## config.mk

```make
export PLATFORM = sky130hd
export DESIGN_NAME = uart_wake_rx
export DESIGN_NICKNAME = d
export VERILOG_FILES = /design/src/rtl/uart_wake_pkg.sv /design/src/rtl/uart_wake_dp.sv /design/src/rtl/uart_wake_ctrl.sv /design/src/rtl/uart_wake_rx.sv
export SDC_FILE = /design/constraint.sdc
export NUM_CORES = 1
export LEC_CHECK = 0
export CAP_MARGIN = 20
export CORE_MARGIN = 5
export CORE_UTILIZATION = 25
export CTS_CLUSTER_SIZE = 20
export DETAILED_ROUTE_END_ITERATION = 10
export GPL_ROUTABILITY_DRIVEN = 0
export GPL_TIMING_DRIVEN = 0
export PLACE_DENSITY = 0.46
export SYNTH_ARGS = -nofsm -noshare
export SYNTH_HDL_FRONTEND = slang
export SYNTH_SLANG_ARGS = --single-unit
```

## constraint.sdc

```tcl
create_clock -name clk -period 3.3 [get_ports clk]
set_clock_uncertainty 0.2 [all_clocks]
set_input_delay 0.99 -clock clk [delete_from_list [all_inputs] [get_ports clk]]
set_output_delay 0.99 -clock clk [all_outputs]
set_load 0.05 [all_outputs]
```

## src/rtl/uart_wake_pkg.sv

```systemverilog
package uart_wake_pkg;

  // Strobes from the control FSM into the datapath.
  typedef struct packed {
    logic shiftBit;   // capture the current line sample as the next data bit
    logic loadData;   // copy the assembled byte into the output register
    logic frameEnd;   // the stop bit is being sampled now
  } dpStrobe_t;

  typedef enum logic [1:0] {
    ST_IDLE  = 2'd0,
    ST_START = 2'd1,
    ST_DATA  = 2'd2,
    ST_STOP  = 2'd3
  } rxState_t;

endpackage

```

## src/rtl/uart_wake_dp.sv

```systemverilog
module uart_wake_dp
  import uart_wake_pkg::*;
#(
  parameter int DATA_BITS  = 8,
  parameter int OVERSAMPLE = 16
) (
  input  logic                 clk,
  input  logic                 rstN,
  input  logic                 rxEnable,
  input  logic                 sampleTick,
  input  logic                 rxLine,
  input  logic                 idleFromStop,
  input  dpStrobe_t            strobe,
  output logic                 rxBit,
  output logic                 fallEdge,
  output logic                 idleHit,
  output logic                 idleFull,
  output logic [DATA_BITS-1:0] rxData
);

  localparam int IDLE_TICKS = (DATA_BITS + 2) * OVERSAMPLE;
  localparam int IDLE_W     = $clog2(IDLE_TICKS + 1);
  localparam logic [IDLE_W-1:0] IDLE_MAX  = IDLE_W'(IDLE_TICKS);
  localparam logic [IDLE_W-1:0] IDLE_NEAR = IDLE_W'(IDLE_TICKS - 1);

  logic                 rxMeta;
  logic                 rxSync;
  logic                 rxPrev;
  logic [DATA_BITS-1:0] shiftReg;
  logic [IDLE_W-1:0]    idleCnt;
  logic                 idleRestart;

  // Two-flop synchroniser; the line rests high.
  always_ff @(posedge clk or negedge rstN) begin
    if (!rstN) begin
      rxMeta <= 1'b1;
      rxSync <= 1'b1;
    end else begin
      rxMeta <= rxLine;
      rxSync <= rxMeta;
    end
  end

  always_ff @(posedge clk or negedge rstN) begin
    if (!rstN)           rxPrev <= 1'b1;
    else if (sampleTick) rxPrev <= rxSync;
  end

  assign rxBit    = rxSync;
  assign fallEdge = sampleTick && rxPrev && !rxSync;

  // Shift right so the first bit received ends in bit 0.
  always_ff @(posedge clk or negedge rstN) begin
    if (!rstN)                shiftReg <= '0;
    else if (strobe.shiftBit) shiftReg <= {rxSync, shiftReg[DATA_BITS-1:1]};
  end

  always_ff @(posedge clk or negedge rstN) begin
    if (!rstN)                rxData <= '0;
    else if (strobe.loadData) rxData <= shiftReg;
  end

  // Idle counter: high sample ticks in a row, saturating at one character time.
  assign idleRestart = !rxSync || (strobe.frameEnd && idleFromStop);

  always_ff @(posedge clk or negedge rstN) begin
    if (!rstN)                  idleCnt <= '0;
    else if (!rxEnable)         idleCnt <= '0;
    else if (sampleTick) begin
      if (idleRestart)          idleCnt <= '0;
      else if (idleCnt != IDLE_MAX) idleCnt <= idleCnt + 1'b1;
    end
  end

  assign idleFull = (idleCnt == IDLE_MAX);
  assign idleHit  = rxEnable && sampleTick && !idleRestart && (idleCnt == IDLE_NEAR);

  AST_IDLE_RESTART: assert property (@(posedge clk) disable iff (!rstN)
    rxEnable && sampleTick && !rxSync |=> !idleFull) else $error("idle count kept across low sample");

  AST_IDLE_NEEDS_HIT: assert property (@(posedge clk) disable iff (!rstN)
    !idleFull && !idleHit |=> !idleFull) else $error("idle full without a hit");

endmodule

```

## src/rtl/uart_wake_ctrl.sv

```systemverilog
module uart_wake_ctrl
  import uart_wake_pkg::*;
#(
  parameter int DATA_BITS  = 8,
  parameter int OVERSAMPLE = 16
) (
  input  logic      clk,
  input  logic      rstN,
  input  logic      rxEnable,
  input  logic      sampleTick,
  input  logic      rxBit,
  input  logic      fallEdge,
  input  logic      idleHit,
  input  logic      idleFull,
  input  logic      wakeOnAddr,
  input  logic      sleepReq,
  input  logic      dataRead,
  output dpStrobe_t strobe,
  output logic      dataReady,
  output logic      idleFlag,
  output logic      frameErr,
  output logic      sleeping
);

  localparam int OS_W  = $clog2(OVERSAMPLE);
  localparam int BIT_W = $clog2(DATA_BITS);
  localparam logic [OS_W-1:0]  CNT_MID  = OS_W'(OVERSAMPLE / 2 - 2);
  localparam logic [OS_W-1:0]  CNT_LAST = OS_W'(OVERSAMPLE - 1);
  localparam logic [BIT_W-1:0] BIT_LAST = BIT_W'(DATA_BITS - 1);

  rxState_t         state;
  logic [OS_W-1:0]  osCnt;
  logic [BIT_W-1:0] bitCnt;
  logic             stepTick;
  logic             bitSample;
  logic             stopSample;
  logic             addrMark;
  logic             idleWake;
  logic             sleepSet;

  assign stepTick   = rxEnable && sampleTick;
  assign bitSample  = stepTick && (state == ST_DATA) && (osCnt == CNT_LAST);
  assign stopSample = stepTick && (state == ST_STOP) && (osCnt == CNT_LAST);
  assign addrMark   = bitSample && (bitCnt == BIT_LAST) && rxBit && wakeOnAddr;
  assign idleWake   = !wakeOnAddr && (idleHit || idleFull);
  assign sleepSet   = rxEnable && sleepReq;

  always_comb begin
    strobe          = '0;
    strobe.shiftBit = bitSample;
    strobe.frameEnd = stopSample;
    strobe.loadData = stopSample && !sleeping;
  end

  // Frame sequencer.
  always_ff @(posedge clk or negedge rstN) begin
    if (!rstN) begin
      state  <= ST_IDLE;
      osCnt  <= '0;
      bitCnt <= '0;
    end else if (!rxEnable) begin
      state  <= ST_IDLE;
      osCnt  <= '0;
      bitCnt <= '0;
    end else if (sampleTick) begin
      case (state)
        ST_IDLE: begin
          if (fallEdge) begin
            state <= ST_START;
            osCnt <= '0;
          end
        end
        ST_START: begin
          if (osCnt == CNT_MID) begin
            osCnt  <= '0;
            bitCnt <= '0;
            state  <= rxBit ? ST_IDLE : ST_DATA;
          end else begin
            osCnt <= osCnt + 1'b1;
          end
        end
        ST_DATA: begin
          if (osCnt == CNT_LAST) begin
            osCnt  <= '0;
            bitCnt <= bitCnt + 1'b1;
            if (bitCnt == BIT_LAST) state <= ST_STOP;
          end else begin
            osCnt <= osCnt + 1'b1;
          end
        end
        default: begin
          if (osCnt == CNT_LAST) begin
            osCnt <= '0;
            state <= ST_IDLE;
          end else begin
            osCnt <= osCnt + 1'b1;
          end
        end
      endcase
    end
  end

  // Standby: a software request wins over a wake event in the same clock.
  always_ff @(posedge clk or negedge rstN) begin
    if (!rstN)                                sleeping <= 1'b0;
    else if (sleepSet)                        sleeping <= 1'b1;
    else if (sleeping && (addrMark || idleWake)) sleeping <= 1'b0;
  end

  // Status flags: a set in the same clock as a read wins.
  always_ff @(posedge clk or negedge rstN) begin
    if (!rstN) begin
      dataReady <= 1'b0;
      frameErr  <= 1'b0;
      idleFlag  <= 1'b0;
    end else begin
      if (strobe.loadData) begin
        dataReady <= 1'b1;
        frameErr  <= !rxBit;
      end else if (dataRead) begin
        dataReady <= 1'b0;
        frameErr  <= 1'b0;
      end
      if (idleHit && !sleeping) idleFlag <= 1'b1;
      else if (dataRead)        idleFlag <= 1'b0;
    end
  end

  AST_SLEEP_NEXT_CLK: assert property (@(posedge clk) disable iff (!rstN)
    rxEnable && sleepReq |=> sleeping) else $error("sleep request lost");

  AST_SLEEP_LOCKED: assert property (@(posedge clk) disable iff (!rstN)
    !rxEnable && !sleeping |=> !sleeping) else $error("sleep entered while disabled");

  AST_STANDBY_NO_READY: assert property (@(posedge clk) disable iff (!rstN)
    sleeping && !dataReady |=> !dataReady) else $error("byte delivered in standby");

  AST_WAKE_SILENT: assert property (@(posedge clk) disable iff (!rstN)
    sleeping && !wakeOnAddr && !idleFlag |=> !idleFlag) else $error("wake idle raised flag");

  AST_IDLE_WAKES: assert property (@(posedge clk) disable iff (!rstN)
    sleeping && !wakeOnAddr && idleFull && !sleepSet |=> !sleeping) else $error("idle line did not wake");

  AST_ADDR_KEEPS_SLEEP: assert property (@(posedge clk) disable iff (!rstN)
    sleeping && wakeOnAddr && !bitSample |=> sleeping) else $error("left standby without address bit");

endmodule

```

## src/rtl/uart_wake_rx.sv

```systemverilog
module uart_wake_rx
  import uart_wake_pkg::*;
#(
  parameter int DATA_BITS  = 8,
  parameter int OVERSAMPLE = 16
) (
  input  logic                 clk,
  input  logic                 rstN,
  input  logic                 rxEnable,
  input  logic                 sampleTick,
  input  logic                 rxLine,
  input  logic                 wakeOnAddr,
  input  logic                 idleFromStop,
  input  logic                 sleepReq,
  input  logic                 dataRead,
  output logic [DATA_BITS-1:0] rxData,
  output logic                 dataReady,
  output logic                 idleFlag,
  output logic                 frameErr,
  output logic                 sleeping
);

  dpStrobe_t strobe;
  logic      rxBit;
  logic      fallEdge;
  logic      idleHit;
  logic      idleFull;

  uart_wake_dp #(
    .DATA_BITS (DATA_BITS),
    .OVERSAMPLE(OVERSAMPLE)
  ) u_dp (
    .clk         (clk),
    .rstN        (rstN),
    .rxEnable    (rxEnable),
    .sampleTick  (sampleTick),
    .rxLine      (rxLine),
    .idleFromStop(idleFromStop),
    .strobe      (strobe),
    .rxBit       (rxBit),
    .fallEdge    (fallEdge),
    .idleHit     (idleHit),
    .idleFull    (idleFull),
    .rxData      (rxData)
  );

  uart_wake_ctrl #(
    .DATA_BITS (DATA_BITS),
    .OVERSAMPLE(OVERSAMPLE)
  ) u_ctrl (
    .clk       (clk),
    .rstN      (rstN),
    .rxEnable  (rxEnable),
    .sampleTick(sampleTick),
    .rxBit     (rxBit),
    .fallEdge  (fallEdge),
    .idleHit   (idleHit),
    .idleFull  (idleFull),
    .wakeOnAddr(wakeOnAddr),
    .sleepReq  (sleepReq),
    .dataRead  (dataRead),
    .strobe    (strobe),
    .dataReady (dataReady),
    .idleFlag  (idleFlag),
    .frameErr  (frameErr),
    .sleeping  (sleeping)
  );

endmodule

```

Word-level counts from Yosys, hierarchy flattened
Cells that the tools add are included.

operators by class
  add/sub/neg operators = 3
  eq/ne operators = 17
  mux-type cells = 30
  reduce and logical (&&, ||, !) cells = 33

operator list
  operator                                                count
  two-way mux 8 bit                                       4
  two-way mux 4 bit                                       5
  logical AND 1 bit                                       18
  equality test 8 bit (second input constant)             2
  two-way mux 2 bit                                       8
  two-way mux 3 bit                                       4
  inequality test 3 bit (second input constant)           3
  adder 8 x 1 -> 8 bit (second input constant)            1
  inequality test 8 bit (second input constant)           1
  one-hot mux 4 bit (2 select lines)                      1
  two-way mux 1 bit                                       6
  inequality test 3 x 1 -> 1 bit (second input constant)  2
  one-hot mux 2 bit (3 select lines)                      1
  one-hot mux 3 bit (2 select lines)                      1
  AND reduction 6 bit                                     1
  nonzero test 2 bit                                      3
  adder 4 x 1 -> 4 bit (second input constant)            1
  equality test 2 bit (second input constant)             2
  equality test 4 x 3 -> 1 bit (second input constant)    1
  equality test 4 bit (second input constant)             1
  zero test 1 bit                                         4
  inequality test 4 x 1 -> 1 bit (second input constant)  1
  AND reduction 2 bit                                     2
  AND reduction 4 bit                                     1
  other kinds (7)                                         9

word-level totals
  bits in registers = 40
  bits of input ports = 9
  output and inout port bits = 12
  word-level logic and storage cells = 96

Depth between registers and ports, before layout
  depth in word-level cells = 14
  mapped depth = 6
  mapped depth without buffers = 6

Cells and area by module
Synthesis repeated with hierarchy kept, for this count alone.

unflattened totals
  cells, all modules = 171
  area, all modules = 2,028.2 um^2

by module, submodules not included
  module          instances  cells each  area an instance (um^2)
  uart_wake_dp    1          99          1,232.4
  uart_wake_ctrl  1          72          795.8

Worst setup path after synthesis
OpenSTA, ideal clock, no wires.

  path kind = input-to-reg
  start = in sampleTick
  end = reg u_dp.rxData[0]
  library setup time = 125 ps
  arrival = 2,135 ps
  required time = 2,975 ps
  slack = 840 ps
  cell stages on the path = 6
  cells stage by stage = buf_6 > and4_4 > and3_4 > and3_4 > buf_12 > mux2_4

on the way
  cells in the longest elaborated chain, start to end = 4

ends and longest elaborated chain
  element                         RTL line              RTL
  start, declared                 uart_wake_rx.sv:10    input logic sampleTick,
  logical AND 1 bit               uart_wake_ctrl.sv:41  assign stepTick = rxEnable && sampleTick;
  logical AND 1 bit (2 in a row)  uart_wake_ctrl.sv:43  assign stopSample = stepTick && (state == ST_STOP) && (osCnt == CNT_LAST);
  logical AND 1 bit               uart_wake_ctrl.sv:52  strobe.loadData = stopSample && !sleeping;
  end signal, assigned            uart_wake_dp.sv:60    else if (strobe.loadData) rxData <= shiftReg;
  end, declared                   uart_wake_dp.sv:18    output logic [DATA_BITS-1:0] rxData

No other way between the ends.
A chain may end at the register's enable or synchronous reset.

Worst setup path after layout
  start = reg u_ctrl.sleeping
  end = out sleeping

RTL lines
  element                 RTL line               RTL
  start, declared         uart_wake_ctrl.sv:22   output logic sleeping
  start signal, assigned  uart_wake_ctrl.sv:105  if (!rstN) sleeping <= 1'b0;
  start signal, assigned  uart_wake_ctrl.sv:106  else if (sleepSet) sleeping <= 1'b1;
  start signal, assigned  uart_wake_ctrl.sv:107  else if (sleeping && (addrMark || idleWake)) sleeping <= 1'b0;
  end, declared           uart_wake_rx.sv:20     output logic sleeping

No word-level cell between the ends.

==> metrics.txt <==
Critical path buffers and inverters 1; Yosys reg bits 40; Initial Util 25.40%; fin nets 216; DP Area 2402 sq um; post-layout minimum cycle time 2.697 ns; PwrDens 411.4 nW/um^2; GRT Util Overall 8.761%; row count 33; non-filler instance count after layout 307; WL final 4151 um; initial antenna violation count 0; Final Cycle Share 81.73%; share of cells above drive strength 1 22.28%; leakage 1.101 nW; Crit Path Class register to primary output; ys flop type dfrtp_1; f_max 0.3708 GHz; Die Y 100.9 um; Pre-Repair DR Iteration Count 4; Area growth, synth to finish 21.87%; EDFF count, synth 0; delay of the slowest critical-path stage 0.82 ns; clk_lat worst skew 0.29 ns; Residual DRC 0; pre-CTS setup slack 0.4246 ns; Worst path slowest cell clkdlybuf4s50_1; RSZ-0062 raised after global routing false; Via-to-Cell Ratio 4.733; Yosys top cell area share 44.82%; CP Launch Type register; fin. max-slew vios 0; fill count 841; Mapped Cells 174; number of global-route vias before repair 1372; hold_buf cts 0; slew margin rel. 51.53%; Final setup violation count 0; placed cells 299; top post-synthesis cells by area dfrtp_1 (45%), mux2_4 (11%), dfstp_2 (3.8%); WHS 0.1596 ns; DRT iter0 DRCs 65; Top delay family on crit path buffers and inverters; Crit path required time 2.11 ns; Least-Margin Pin Slew 0.7209 ns; Fin. Hold Viols 0; status finished clean; critical path peak fanout 4; hpwl dp 3032 um; largest net degree at the start of global routing 33; Syn. warnings 0; I/O Buffers 19; core area 8134 sq um; Worst Hold Class register to register; FFs w/ async S/R, synth 100.0%; n_diodes 0; final instance area 2517 sq um; CTS Buf Count 5; sequential share of the synthesized area 48.64%; post-CTS setup buffer count 0; sequential cell area 1005 sq um; first-pass GRT wire length 6969 um; Max Buffers Root-to-Sink 2; clock root cell clkbuf_8; clk sinks 40; grt ovf 0; cell area after synthesis 2066 sq um; synth unique cells 47; ANT nets after route 0; fin worst setup slack 0.6029 ns; critical path arrival 1.51 ns; worst-path cell chain clkdlybuf4s50_1; worst vdd ir 0.1603 mV; die area 10180 sq um; CTS tree built; Multi-input gate area 959.7 sq um; syn_area_per_cell 11.87 sq um; Overall Power 1.036 mW; I/O pin total 21; average routed wire per standard cell 13.52 um; syn nets 189; clk slew on worst S/H paths 0.08 ns; Die Wd 100.9 um; Synth area leader dfrtp_1; critical path endpoint category primary output; max_cap viols 0; # resized after CTS 0; vias post-DR 1453; H-Tree Depth 2
per-stage QoR:
stage,TNS [ns],util [%]
floorplan,0,-
global placement,-4.296,29.35
detailed placement,0,29.53
CTS,0,30.95
global route,0,30.95
finish,0,30.95
synth_stat cells, types with 2 or more instances:
master	n
dfrtp_1	37
mux2_4	15
nand2_1	10
o21ai_0	9
a31oi_1	8
inv_1	8
nand3_1	8
ha_1	6
nor2_1	6
nand4_1	5
a21oi_1	4
a22o_1	4
dfstp_2	3
mux2_2	3
nand2b_1	3
nor3_1	3
a32oi_1	2
and2_1	2
and3_1	2
and3_4	2
and4_1	2
buf_2	2
buf_4	2
buf_6	2
mux2i_1	2
nor2b_1	2
o2bb2ai_1	2
where the power goes:
group | total [mW] | leakage (nW) | internal (mW) | switching [mW]
sequential | 0.524 | 0.541 | 0.506 | 0.0182
clock | 0.415 | 0.0548 | 0.228 | 0.187
combinational | 0.0969 | 0.506 | 0.0409 | 0.0560
total | 1.04 | 1.10 | 0.775 | 0.261
per-layer routing:
| metal | GRT usage [%] | wire length [um] |
|---|---|---|
| met1 | 12.44 | 2149 |
| met2 | 11.44 | 1665 |
| met3 | 2.976 | 228 |
| met4 | 4.806 | 107 |
| met5 | 0 | 0 |
state kept, by name (all words and copies together), names as in the netlist, 2 cells and up:
| name | count |
|---|---|
| u_ctrl.bitCnt | 3 |
| u_ctrl.osCnt | 4 |
| u_ctrl.state | 2 |
| u_dp.idleCnt | 8 |
| u_dp.rxData | 8 |
| u_dp.shiftReg | 8 |
path summary, 6_finish.rpt:
kind | from | end | slack [ns] | cells past startpoint
max | u_ctrl.sleeping$_DFFE_PN0P_ | sleeping | 0.60 | 1
min | u_dp.rxMeta$_DFF_PN1_ | u_dp.rxBit$_DFF_PN1_ | 0.16 | 0
max reg2reg | u_ctrl.osCnt[0]$_DFFE_PN0P_ | u_dp.rxData[6]$_DFFE_PN0P_ | 1.19 | 6
min reg2reg | u_dp.rxMeta$_DFF_PN1_ | u_dp.rxBit$_DFF_PN1_ | 0.16 | 0
max in group asynchronous | rstN | u_dp.rxPrev$_DFFE_PN1P_ | 2.03 | 2
min in group asynchronous | rstN | u_dp.idleCnt[0]$_DFFE_PN0P_ | 0.35 | 1
logic make-up after synthesis:
family	share of synthesized area (%)
simple gates	15.63
flops	48.64
fa+ha+maj	3.634
buf+inv	4.906
compound gates	13.69
mux	13.51
cell usage in the layout (no fill, tap or decap), types with 3 or more instances in the layout:
cell / instances
dfstp_2: 3
nor3_1: 3
nand2_1: 10
nand3_1: 8
a22o_1: 4
dfrtp_1: 37
o21ai_0: 9
a31oi_1: 8
ha_1: 6
mux2_2: 3
inv_1: 8
a21oi_1: 4
buf_2: 3
clkdlybuf4s50_1: 18
nor2_1: 6
nand4_1: 5
nand2b_1: 3
mux2_4: 15
clkbuf_8: 5
final cells by class:
cell class | count | share of cell area (%)
Inverter | 8 | 1.193
Multi-Input combinational cell | 118 | 38.12
Buffer | 8 | 2.833
Tap cell | 105 | 5.219
Clock buffer | 5 | 2.734
Clock inverter | 3 | 1.839
Sequential cell | 40 | 39.91
Timing Repair Buffer | 20 | 8.151
Note: power is estimated with default switching activity, not from simulation.
